[src/rtl/bus_watchdog_pkg.sv]
package bus_watchdog_pkg;
  typedef enum logic [1:0] {
    SEL_LONG  = 2'b00,
    SEL_MID   = 2'b01,
    SEL_SHORT = 2'b10,
    SEL_OFF   = 2'b11
  } wd_sel_e;

  typedef enum logic [1:0] {
    ST_OFF   = 2'b00,
    ST_COUNT = 2'b01,
    ST_FIRE  = 2'b10
  } wd_state_e;
endpackage

[src/rtl/bus_line_sync.sv]
module bus_line_sync #(
  parameter int WIDTH  = 2,
  parameter int STAGES = 2
) (
  input  logic             clk,
  input  logic             rst_n,
  input  logic [WIDTH-1:0] raw_i,
  output logic [WIDTH-1:0] sync_o
);
  // Each line has its own shift chain; idle bus lines rest high.
  for (genvar b = 0; b < WIDTH; b++) begin : g_line
    logic [STAGES-1:0] chain_q;
    always_ff @(posedge clk or negedge rst_n) begin
      if (!rst_n) chain_q <= '1;
      else        chain_q <= {chain_q[STAGES-2:0], raw_i[b]};
    end
    assign sync_o[b] = chain_q[STAGES-1];
  end
endmodule

[src/rtl/bus_cond_detect.sv]
module bus_cond_detect (
  input  logic clk,
  input  logic rst_n,
  input  logic scl_s,
  input  logic sda_s,
  output logic restart_o
);
  logic scl_q, sda_q, armed_q, restart_q;
  logic start_c, stop_c;

  // Conditions need the clock line high on both samples around the data edge.
  assign start_c = scl_s && scl_q &&  sda_q && !sda_s;
  assign stop_c  = scl_s && scl_q && !sda_q &&  sda_s;

  always_ff @(posedge clk or negedge rst_n) begin
    if (!rst_n) begin
      scl_q     <= 1'b1;
      sda_q     <= 1'b1;
      armed_q   <= 1'b0;
      restart_q <= 1'b0;
    end else begin
      scl_q     <= scl_s;
      sda_q     <= sda_s;
      restart_q <= stop_c && armed_q;
      if (start_c)     armed_q <= 1'b1;
      else if (stop_c) armed_q <= 1'b0;
    end
  end

  assign restart_o = restart_q;
endmodule

[src/rtl/wd_core.sv]
module wd_core
  import bus_watchdog_pkg::*;
#(
  parameter int LONG_TICKS  = 1400,
  parameter int MID_TICKS   = 200,
  parameter int SHORT_TICKS = 25,
  parameter int LONG_PULSE  = 200,
  parameter int SHORT_PULSE = 25
) (
  input  logic       clk,
  input  logic       rst_n,
  input  logic       tick_en,
  input  logic [1:0] period_sel,
  input  logic       restart,
  output logic       wdo_n,
  output logic       wd_fail
);
  localparam int MAXV = (LONG_TICKS > LONG_PULSE) ? LONG_TICKS : LONG_PULSE;
  localparam int CW   = $clog2(MAXV + 1);
  localparam logic [CW-1:0] LONG_LIM  = CW'(LONG_TICKS - 1);
  localparam logic [CW-1:0] MID_LIM   = CW'(MID_TICKS - 1);
  localparam logic [CW-1:0] SHORT_LIM = CW'(SHORT_TICKS - 1);
  localparam logic [CW-1:0] LPUL_LIM  = CW'(LONG_PULSE - 1);
  localparam logic [CW-1:0] SPUL_LIM  = CW'(SHORT_PULSE - 1);

  wd_state_e     st_q;
  wd_sel_e       sel_c, sel_q;
  logic [CW-1:0] cnt_q, per_lim, pul_lim;
  logic          fail_q;

  assign sel_c = wd_sel_e'(period_sel);

  always_comb begin
    case (sel_q)
      SEL_LONG:  begin per_lim = LONG_LIM;  pul_lim = LPUL_LIM; end
      SEL_MID:   begin per_lim = MID_LIM;   pul_lim = LPUL_LIM; end
      SEL_SHORT: begin per_lim = SHORT_LIM; pul_lim = SPUL_LIM; end
      default:   begin per_lim = '0;        pul_lim = '0;       end
    endcase
  end

  always_ff @(posedge clk or negedge rst_n) begin
    if (!rst_n) begin
      st_q   <= ST_OFF;
      sel_q  <= SEL_OFF;
      cnt_q  <= '0;
      fail_q <= 1'b0;
    end else begin
      fail_q <= 1'b0;
      sel_q  <= sel_c;
      if (sel_c == SEL_OFF) begin
        st_q  <= ST_OFF;
        cnt_q <= '0;
      end else if (sel_c != sel_q) begin
        st_q  <= ST_COUNT;
        cnt_q <= '0;
      end else begin
        case (st_q)
          ST_COUNT: begin
            if (restart) begin
              cnt_q <= '0;
            end else if (tick_en) begin
              if (cnt_q == per_lim) begin
                st_q   <= ST_FIRE;
                cnt_q  <= '0;
                fail_q <= 1'b1;
              end else begin
                cnt_q <= cnt_q + 1'b1;
              end
            end
          end
          ST_FIRE: begin
            if (tick_en) begin
              if (cnt_q == pul_lim) begin
                st_q  <= ST_COUNT;
                cnt_q <= '0;
              end else begin
                cnt_q <= cnt_q + 1'b1;
              end
            end
          end
          default: begin
            st_q  <= ST_COUNT;
            cnt_q <= '0;
          end
        endcase
      end
    end
  end

  assign wdo_n   = (st_q != ST_FIRE);
  assign wd_fail = fail_q;
endmodule

[src/rtl/bus_watchdog.sv]
module bus_watchdog #(
  parameter int LONG_TICKS  = 1400,
  parameter int MID_TICKS   = 200,
  parameter int SHORT_TICKS = 25,
  parameter int LONG_PULSE  = 200,
  parameter int SHORT_PULSE = 25
) (
  input  logic       clk,
  input  logic       rst_n,
  input  logic       scl_in,
  input  logic       sda_in,
  input  logic       tick_en,
  input  logic [1:0] period_sel,
  output logic       wdo_n,
  output logic       wd_fail
);
  logic [1:0] lines_s;
  logic       restart;

  bus_line_sync #(.WIDTH(2), .STAGES(2)) u_sync (
    .clk    (clk),
    .rst_n  (rst_n),
    .raw_i  ({scl_in, sda_in}),
    .sync_o (lines_s)
  );

  bus_cond_detect u_det (
    .clk       (clk),
    .rst_n     (rst_n),
    .scl_s     (lines_s[1]),
    .sda_s     (lines_s[0]),
    .restart_o (restart)
  );

  wd_core #(
    .LONG_TICKS  (LONG_TICKS),
    .MID_TICKS   (MID_TICKS),
    .SHORT_TICKS (SHORT_TICKS),
    .LONG_PULSE  (LONG_PULSE),
    .SHORT_PULSE (SHORT_PULSE)
  ) u_core (
    .clk        (clk),
    .rst_n      (rst_n),
    .tick_en    (tick_en),
    .period_sel (period_sel),
    .restart    (restart),
    .wdo_n      (wdo_n),
    .wd_fail    (wd_fail)
  );
endmodule

[config.mk]
export PLATFORM = sky130hd
export DESIGN_NAME = bus_watchdog
export DESIGN_NICKNAME = d
export VERILOG_FILES = /design/src/rtl/bus_watchdog_pkg.sv /design/src/rtl/bus_line_sync.sv /design/src/rtl/bus_cond_detect.sv /design/src/rtl/wd_core.sv /design/src/rtl/bus_watchdog.sv
export SDC_FILE = /design/constraint.sdc
export NUM_CORES = 1
export LEC_CHECK = 0
export CAP_MARGIN = 20
export CORE_ASPECT_RATIO = 0.75
export CORE_MARGIN = 4
export CORE_UTILIZATION = 25
export CTS_BUF_LIST = sky130_fd_sc_hd__clkbuf_16
export CTS_CLUSTER_DIAMETER = 200
export DETAILED_ROUTE_END_ITERATION = 10
export PLACE_DENSITY = 0.4
export RECOVER_POWER = 25
export SLEW_MARGIN = 10
export SYNTH_ARGS = -nofsm -noshare
export SYNTH_HDL_FRONTEND = slang
export SYNTH_SLANG_ARGS = --single-unit
[constraint.sdc]
create_clock -name clk -period 2.62 [get_ports clk]
set_clock_uncertainty 0.15 [all_clocks]
set_input_delay 0.262 -clock clk [delete_from_list [all_inputs] [get_ports clk]]
set_output_delay 0.262 -clock clk [all_outputs]
set_load 0.02 [all_outputs]
## Word-level counts from Yosys, hierarchy flattened

Cells that the tools add are included.

| storage, ports and cells | value |
|---|---|
| register bits after elaboration | 24 |
| latch bits | 0 |
| bits in writable memories | 0 |
| memory bits (read-only) | 0 |
| input port bits | 7 |
| output and inout bits | 2 |
| logic and storage cells | 65 |
| memories | 0 |

| cells by class | value |
|---|---|
| add/sub/neg operators | 1 |
| multipliers | 0 |
| divide/modulo/power cells | 0 |
| magnitude comparators | 0 |
| equal/unequal tests | 15 |
| shifts and indexed selects | 0 |
| multiplexer cells | 26 |
| bitwise gates (word level) | 0 |
| reduce and logical (&&, ||, !) cells | 13 |

Operator list:

| operator | number |
|---|---|
| 11-bit 2-to-1 mux | 7 |
| 11-bit case mux with 3 select lines | 1 |
| 11-bit case mux with 2 select lines | 1 |
| 8-bit case mux with 2 select lines | 1 |
| 2-bit 2-to-1 mux | 7 |
| 4-bit by 2-bit != test with 1-bit output (second input constant) | 3 |
| 11-bit by 1-bit adder with 11-bit output (second input constant) | 1 |
| 11-bit == test | 1 |
| 11-bit by 8-bit == test with 1-bit output | 1 |
| 1-bit 2-to-1 mux | 8 |
| 4-bit by 1-bit != test with 1-bit output (second input constant) | 2 |
| 2-bit == test (second input constant) | 3 |
| 1-bit logical AND | 6 |
| 5-bit by 3-bit != test with 1-bit output (second input constant) | 1 |
| 5-bit AND reduction | 1 |
| 2-bit by 1-bit == test with 1-bit output (second input constant) | 2 |
| 2-bit case mux with 2 select lines | 1 |
| 1-bit logical NOT | 2 |
| 2-bit logical NOT | 1 |
| 2-bit != test | 1 |
| 2-bit != test (second input constant) | 1 |
| 2-bit AND reduction | 1 |
| 2-bit nonzero test | 1 |
| 2-bit OR reduction | 1 |

## Depth between registers and ports, before layout

Gate-level depths: netlist of the first run.

| depth | value |
|---|---|
| depth after elaboration | 9 |
| depth in mapped cells | 9 |
| gate-level depth less buffers | 8 |

## Hierarchy

A second synthesis of the first run with hierarchy kept.

| unflattened totals | value |
|---|---|
| cells, all modules | 152 |
| area total of the unflattened synthesis | 1472.7 um2 |

By module, submodules not included:

| module | times used | cells an instance | area each (um2) |
|---|---|---|---|
| wd_core | 1 | 137 | 1211.2 |
| bus_cond_detect | 1 | 9 | 141.4 |
| bus_line_sync | 1 | 6 | 120.1 |

## Worst setup path before layout of the first run

Ideal clock, no wire load.

| timing | value |
|---|---|
| path kind | register to register |
| start point | reg u_core.sel_q[1] |
| end point | reg u_core.cnt_q[3] |
| arrival | 1.948 ns |
| setup slack | 0.398 ns |
| cell stages (with the launch flop) | 9 |
| clock period less this slack | 2.222 ns |
| cell sequence | dfstp_2 > buf_6 > or4b_1 > o32ai_2 > o2111ai_2 > a22oi_2 > nand2b_4 > buf_12 > o21ai_2 |

| between the ends | value |
|---|---|
| word-level cells in the longest chain between the ends | 9 |
| elaborated cells between the ends (all ways) | 20 |

Ends and longest elaborated chain:

| what | line | source |
|---|---|---|
| start, declared | wd_core.sv:27 | `wd_sel_e sel_c, sel_q;` |
| start signal, assigned | wd_core.sv:50 | `sel_q <= sel_c;` |
| 2-bit == test (tied with other cells) | wd_core.sv:34 | `case (sel_q)` |
| 11-bit case mux with 3 select lines or 2-bit OR reduction (tied branches) | n/a |  |
| 11-bit == test or 8-bit case mux with 2 select lines (tied branches) | wd_core.sv:63, wd_core.sv:34 |  |
| 11-bit 2-to-1 mux or 11-bit by 8-bit == test with 1-bit output (tied branches) | wd_core.sv:63, wd_core.sv:74 |  |
| 11-bit 2-to-1 mux (on tied branches) | wd_core.sv:62, wd_core.sv:74 |  |
| 11-bit 2-to-1 mux (on tied branches) | wd_core.sv:60, wd_core.sv:73 |  |
| 11-bit case mux with 2 select lines | wd_core.sv:58 | `case (st_q)` |
| 11-bit 2-to-1 mux | wd_core.sv:54 | `end else if (sel_c != sel_q) begin` |
| 11-bit 2-to-1 mux | wd_core.sv:51 | `if (sel_c == SEL_OFF) begin` |
| end signal, assigned | wd_core.sv:68 | `cnt_q <= cnt_q + 1'b1;` |
| end signal, assigned | wd_core.sv:78 | `cnt_q <= cnt_q + 1'b1;` |
| end, declared | wd_core.sv:28 | `logic [CW-1:0] cnt_q, per_lim, pul_lim;` |

Parallel ways exist; a longest one is shown, timed or not. The select of a mux whose other input is x is not followed.
A chain may end at the register's enable or synchronous reset.

## Worst setup path in the final report of the first run

| timing | value |
|---|---|
| start point | reg u_core.sel_q[1] |
| end point | reg u_core.cnt_q[2] |

Same word-level chain as after synthesis.

==> run metrics, run 1 <==
worst hold path type reg -> reg; Arr. time, crit path 2390 ps; Iteration-0 DRC Markers 37; ys flop type dfrtp_1; number of distinct library cells after synthesis 49; Slew HR 0.140; crit-path cells or4bb_4 > a21oi_1 > o211ai_1 > a22oi_2 > nand2b_4 > o32ai_1; Worst-Margin Slew 1290 ps; RSZ-0062 raised after global routing false; # rows 23; number of enable flip-flop cells after synthesis 0; MaxCap Viol Count 0; post-synth top area share 0.284; total power 827 uW; FF-to-FF End u_core.cnt_q[2]$_DFFE_PN0P_; Post CTS Setup Buffer Count 0; routed len/inst 13.6 um; cell count after placement 213; synth cell count leaders dfrtp_1, nand3_1, dfstp_2, inv_1, nand2_1; DP HPWL 2.23 mm; Sink Count 24; P_sw 195 uW; setup TNS 0 ps; outcome finished clean; Pins Over Slew Limit 0; post-route ant nets 0; pin count of the biggest net entering global routing 25; R2R setup slack 200 ps; GRT Residual Overflow 0; fmax 413 MHz; NumNets Final 154; chip width 94.7 um; Clk pwr share 0.407; Critical Setup Path Class reg -> reg; area taken by multi-input logic gates 708 um2; register share of total power 0.481; CP max stage delay 650 ps; fin area 0.00163 mm2; core area 0.00541 mm2; vias in the first global route 1,010; CTS resizes 0; Gate power share 0.113; share of layout cells above drive strength 1 0.252; initial core utilization 0.260; Reg2Reg Launch Point u_core.sel_q[1]$_DFF_PN1_; Critical Path RT 2580 ps; CTS root buf clkbuf_16; total track usage 0.0937; Area contributors post-synth dfrtp_1, dfstp_2, a21oi_2; WHS 213 ps; Worst-Skew Late Latency 260 ps; Post-Syn Area 0.00141 mm2; Seq cells post-synth 24; die height 73.0 um; CTS hold repair buffers 0; fillers 591; CTS Buf Count 3; crit path from u_core.sel_q[1]$_DFF_PN1_; area leader, netlist dfrtp_1; gp weighted congestion 0.784; Setup-failing EPs final 0; switching fraction of total power 0.235; part of the Yosys area used for sequential elements 0.433; Via Count 1,023; count leader, synth dfrtp_1; CTS tree built; Syn Area/Cell 10.7 um2; syn nets 142; DP Area 0.00154 mm2; total wire length 2.97 mm; via/cell ratio 4.69; CTS clk-pin slew, worst paths 60 ps; first-pass GRT wire length 4.99 mm; Reg2Reg Depth 6; worst hold start u_sync.g_line[0].chain_q[0]$_DFF_PN1_; I/O Pins 9; initial antenna violation count 0; clock tree buffer depth 2; Hold Fails Final Rpt 0; drt drc 0; ys async rst share 1.00; final worst-path cycle share 0.924; Min Clock Period, post-route 2420 ps; CP Launch Type flop; IO buf count 8; H-tree depth 1; drt first pass iters 4; Layout Cells excl Fill 218; number of synthesis warnings 0; Sequential Area 611 um2; post-synthesis cell count 132; critical path's slowest cell dfstp_2; Layout area overhead 15.5%; critical path fanouts, max 12; crit end category flop; ant diodes 0; pwr/cell area 508 mW/mm2; Internal 632 uW; Leak 0.629 nW; CP Capture Point u_core.cnt_q[2]$_DFFE_PN0P_; Worst VDD drop 0.214 mV; die area 0.00691 mm2
[layer usage]
metal,global-route usage,share of wire,up-vias
met3,0.0299,0.056,2
met4,0.0208,0.0061,0
met1,0.136,0.51,496
met2,0.135,0.43,24
li1,-,-,501
met5,0,0,-
[final cells by class]
class / instances / area share
Timing Repair Buffer: 12 / 0.0653
Multi-Input combinational cell: 95 / 0.435
Clock inverter: 1 / 0.00231
Tap cell: 75 / 0.0576
Inverter: 8 / 0.0184
Clock buffer: 3 / 0.0461
Sequential cell: 24 / 0.375
[metrics by stage]
step / worst slack, ps / utilization
after floorplan: 398 / -
after global placement: 218 / 0.285
after detailed placement: 148 / 0.285
after CTS: 146 / 0.300
after global routing: 24.9 / 0.301
final: 198 / 0.301
[registers in the layout, indices dropped and copies added (netlist names)]
name	cells
u_core.cnt_q	11
u_sync.g_line.chain_q	4
u_core.sel_q	2
u_core.st_q	2
u_core.wd_fail	1
u_det.armed_q	1
u_det.restart_o	1
u_det.scl_q	1
u_det.sda_q	1
[cells in the final DEF, fill, tap and decap left out, drive strengths merged, types with 2 or more instances in the layout]
master	synthesis	final
a21oi	11	11
and3	3	3
buf	3	3
clkbuf	3	4
clkdlybuf4s50	0	4
dfrtp	16	16
dfstp	8	8
dlygate4sd3	0	4
ha	3	3
inv	8	8
mux2i	2	2
nand2	8	8
nand2b	2	3
nand3	10	10
nor2	7	7
nor3	5	5
nor3b	2	2
o21ai	5	5
o32ai	3	3
or3	3	3
xnor2	4	4
xor2	5	5
[worst min path at each step]
| stage | to | slack (ps) | cells past startpoint |
|---|---|---|---|
| final | u_sync.g_line[0].chain_q[1]$_DFF_PN1_ | 210 | 0 |
| after floorplan | u_core.cnt_q[0]$_DFFE_PN0P_ | -180 | 0 |
| after detailed placement | u_sync.g_line[0].chain_q[1]$_DFF_PN1_ | 200 | 0 |
| after CTS | u_sync.g_line[0].chain_q[1]$_DFF_PN1_ | 210 | 0 |
| after global routing | u_sync.g_line[0].chain_q[1]$_DFF_PN1_ | 220 | 0 |
| after global placement | u_sync.g_line[1].chain_q[1]$_DFF_PN1_ | 200 | 0 |
[power groups by stage]
| stage | clock network, mW | logic, mW | registers [mW] |
|---|---|---|---|
| global placement | 0 | 0.0922 | 0.404 |
| global route | 0.366 | 0.104 | 0.399 |
| CTS | 0.350 | 0.0939 | 0.398 |
| floorplan | 0 | 0.0708 | 0.399 |
| finish | 0.336 | 0.0931 | 0.398 |
| detailed placement | 0 | 0.0934 | 0.405 |
[worst max-delay path, delay by kind of cell (launching register included)]
family / cells / cell delay [ps]
simple gates: 2 / 810
compound gates: 4 / 660
flops: 1 / 650
[cells by family (layout without fill, tap and decap cells)]
logic type / after synthesis / in the layout / synth area share
fa+ha+maj: 3 / 3 / 0.0266
mux: 2 / 2 / 0.0142
flops: 24 / 24 / 0.433
compound gates: 30 / 30 / 0.184
xor+xnor: 9 / 9 / 0.0559
buf+inv: 14 / 24 / 0.0702
simple gates: 50 / 51 / 0.216
Note: power is estimated with default switching activity, not from simulation.
==> inputs of run 2 (changes only) <==
--- a/config.mk
+++ b/config.mk
@@ -14,7 +14,6 @@
 export DETAILED_ROUTE_END_ITERATION = 10
 export PLACE_DENSITY = 0.4
 export RECOVER_POWER = 25
-export SLEW_MARGIN = 10
 export SYNTH_ARGS = -nofsm -noshare
 export SYNTH_HDL_FRONTEND = slang
 export SYNTH_SLANG_ARGS = --single-unit
==> constraint.sdc (replaced) <==
create_clock -name clk -period 2.62 [get_ports clk]
set_clock_uncertainty 0.15 [all_clocks]
set_input_delay 0.393 -clock clk [delete_from_list [all_inputs] [get_ports clk]]
set_output_delay 0.393 -clock clk [all_outputs]
set_load 0.02 [all_outputs]
==> run 2 against run 1 <==
  * Critical path depth did not move
  * Worst hold slack improved by 5.8 ps
  * Sequential share of layout area barely moved
  * Combinational power rose by 1%
  * Core utilization barely moved
  * Power fell by 0.54%
  * First-iteration DRC count rose by 19%
  * Clock power fell by 1%
  * Critical path type unchanged
  * Largest power group unchanged
==> run metrics, run 2 (synthesized netlist as in run 1, its figures left out) <==
CP Capture Point u_core.cnt_q[2]$_DFFE_PN0P_; first-pass GRT wire length 5.07 mm; via/cell ratio 4.69; PnR worst setup slack 156 ps; Worst-Skew Late Latency 260 ps; I/O Pins 9; Arr. time, crit path 2430 ps; initial core utilization 0.260; fillers 600; Critical Path RT 2590 ps; Leak 0.635 nW; CTS hold repair buffers 0; Sink Count 24; Worst VDD drop 0.171 mV; crit path from u_core.sel_q[1]$_DFF_PN1_; Setup-failing EPs final 0; die height 73.0 um; Iteration-0 DRC Markers 44; share of layout cells above drive strength 1 0.245; commonest non-fill, non-tap cell in the layout dfrtp_1; CTS clk-pin slew, worst paths 60 ps; Post CTS Setup Buffer Count 0; fin area 0.00163 mm2; drt drc 0; FF-to-FF End u_core.cnt_q[2]$_DFFE_PN0P_; chip width 94.7 um; vias in the first global route 970; R2R setup slack 160 ps; Reg2Reg Depth 6; crit-path cells or4b_1 > o32ai_2 > o2111ai_2 > a22oi_2 > nand2b_4 > o32ai_1; NumNets Final 154; cell count after placement 214; fmax 406 MHz; Hold Fails Final Rpt 0; H-tree depth 1; initial antenna violation count 0; Largest register FFs 11; Layout area overhead 15.5%; Worst-Margin Slew 1320 ps; CTS resizes 0; CTS root buf clkbuf_16; Largest Register u_core.cnt_q; critical path's slowest cell dfstp_2; pin count of the biggest net entering global routing 25; core area 0.00541 mm2; clock tree buffer depth 2; critical path depth 6; die area 0.00691 mm2; worst hold path type reg -> reg; CP Launch Type flop; total wire length 3.07 mm; CTS Buf Count 3; setup TNS 0 ps; # rows 23; CP delay by family, top simple AND/OR/NAND/NOR gates; routed len/inst 14.1 um; gp weighted congestion 0.778; IO buf count 8; most frequent cells in the layout dfrtp_1, nand3_1, inv_1; RSZ-0062 raised after global routing false; Via Count 1,023; largest registers u_core.cnt_q x11, u_sync.g_line.chain_q x4; Critical Setup Path Class reg -> reg; CP bufs+invs 0; DP Area 0.00155 mm2; post-route ant nets 0; Min Clock Period, post-route 2460 ps; critical path fanouts, max 12; DP HPWL 2.33 mm; CTS tree built; ant diodes 0; final worst-path cycle share 0.940; Pins Over Slew Limit 0; WHS 219 ps; Layout Cells excl Fill 218; crit end category flop; Slew HR 0.119; drt first pass iters 4; pwr/cell area 506 mW/mm2; Reg2Reg Launch Point u_core.sel_q[1]$_DFF_PN1_; CP max stage delay 650 ps; MaxCap Viol Count 0; Place WS 124 ps; total track usage 0.0960; outcome finished clean; GRT Residual Overflow 0
==> run 2: changes by cell type in the layout (fill, tap and decap cells not counted) <==
cell | previous run | this run
clkdlybuf4s50_1 | 4 | 5
dfstp_2 | 6 | 5
clkinv_1 | 1 | 0
buf_4 | 3 | 4
dfstp_1 | 2 | 3
nand2b_2 | 2 | 1
dlygate4sd3_1 | 4 | 3
inv_1 | 8 | 9
==> run 2: cell type report <==
type | instances | area (um2) | share of cell area
clock buffers | 3 | 75.1 | 0.0462
clock inverters | 1 | 3.75 | 0.00231
inverters | 8 | 30.0 | 0.0185
multi-input cells | 94 | 699 | 0.430
flip-flops and latches | 24 | 611 | 0.375
well taps | 75 | 93.8 | 0.0577
repair buffers | 13 | 114 | 0.0700
==> run 2: per-layer routing <==
layer | global-route usage | vias up | share of wire
li1 | - | 499 | -
met1 | 0.142 | 499 | 0.52
met2 | 0.134 | 23 | 0.42
met3 | 0.0330 | 2 | 0.060
met4 | 0.0192 | 0 | 0.0039
met5 | 0 | - | 0
==> run 2: through the flow <==
| step | power (mW) | utilization |
|---|---|---|
| final | 0.822 | 0.301 |
| after global routing | 0.859 | 0.301 |
| after CTS | 0.839 | 0.301 |
| after detailed placement | 0.501 | 0.287 |
| after global placement | 0.497 | 0.287 |
| after floorplan | 0.469 | - |
==> run 2: worst min-delay path by stage <==
stage,slack (ps),startpoint,end,cells after the start
5_1_grt,220,u_sync.g_line[1].chain_q[0]$_DFF_PN1_,u_sync.g_line[1].chain_q[1]$_DFF_PN1_,0
6_report,220,u_sync.g_line[1].chain_q[0]$_DFF_PN1_,u_sync.g_line[1].chain_q[1]$_DFF_PN1_,0
4_1_cts,210,u_sync.g_line[1].chain_q[0]$_DFF_PN1_,u_sync.g_line[1].chain_q[1]$_DFF_PN1_,0
2_1_floorplan,-50,rst_n,u_core.cnt_q[0]$_DFFE_PN0P_,0
3_3_place_gp,200,u_sync.g_line[0].chain_q[0]$_DFF_PN1_,u_sync.g_line[0].chain_q[1]$_DFF_PN1_,0
3_5_place_dp,200,u_sync.g_line[1].chain_q[0]$_DFF_PN1_,u_sync.g_line[1].chain_q[1]$_DFF_PN1_,0
==> run 2: worst reg2reg max path, stage by stage (launching register included) <==
cell and delay (ps):
dfstp_2 650, or4b_1 470, o32ai_2 150, o2111ai_2 200
a22oi_2 280, nand2b_4 300, o32ai_1 120
==> run 2: power by group <==
group          internal [mW]  switching [mW]  leakage [nW]  total (mW)
Combinational         0.0417          0.0526         0.290      0.0943
Clock                  0.204           0.128        0.0423       0.331
Sequential             0.386          0.0107         0.302       0.397
Total                  0.631           0.191         0.635       0.822
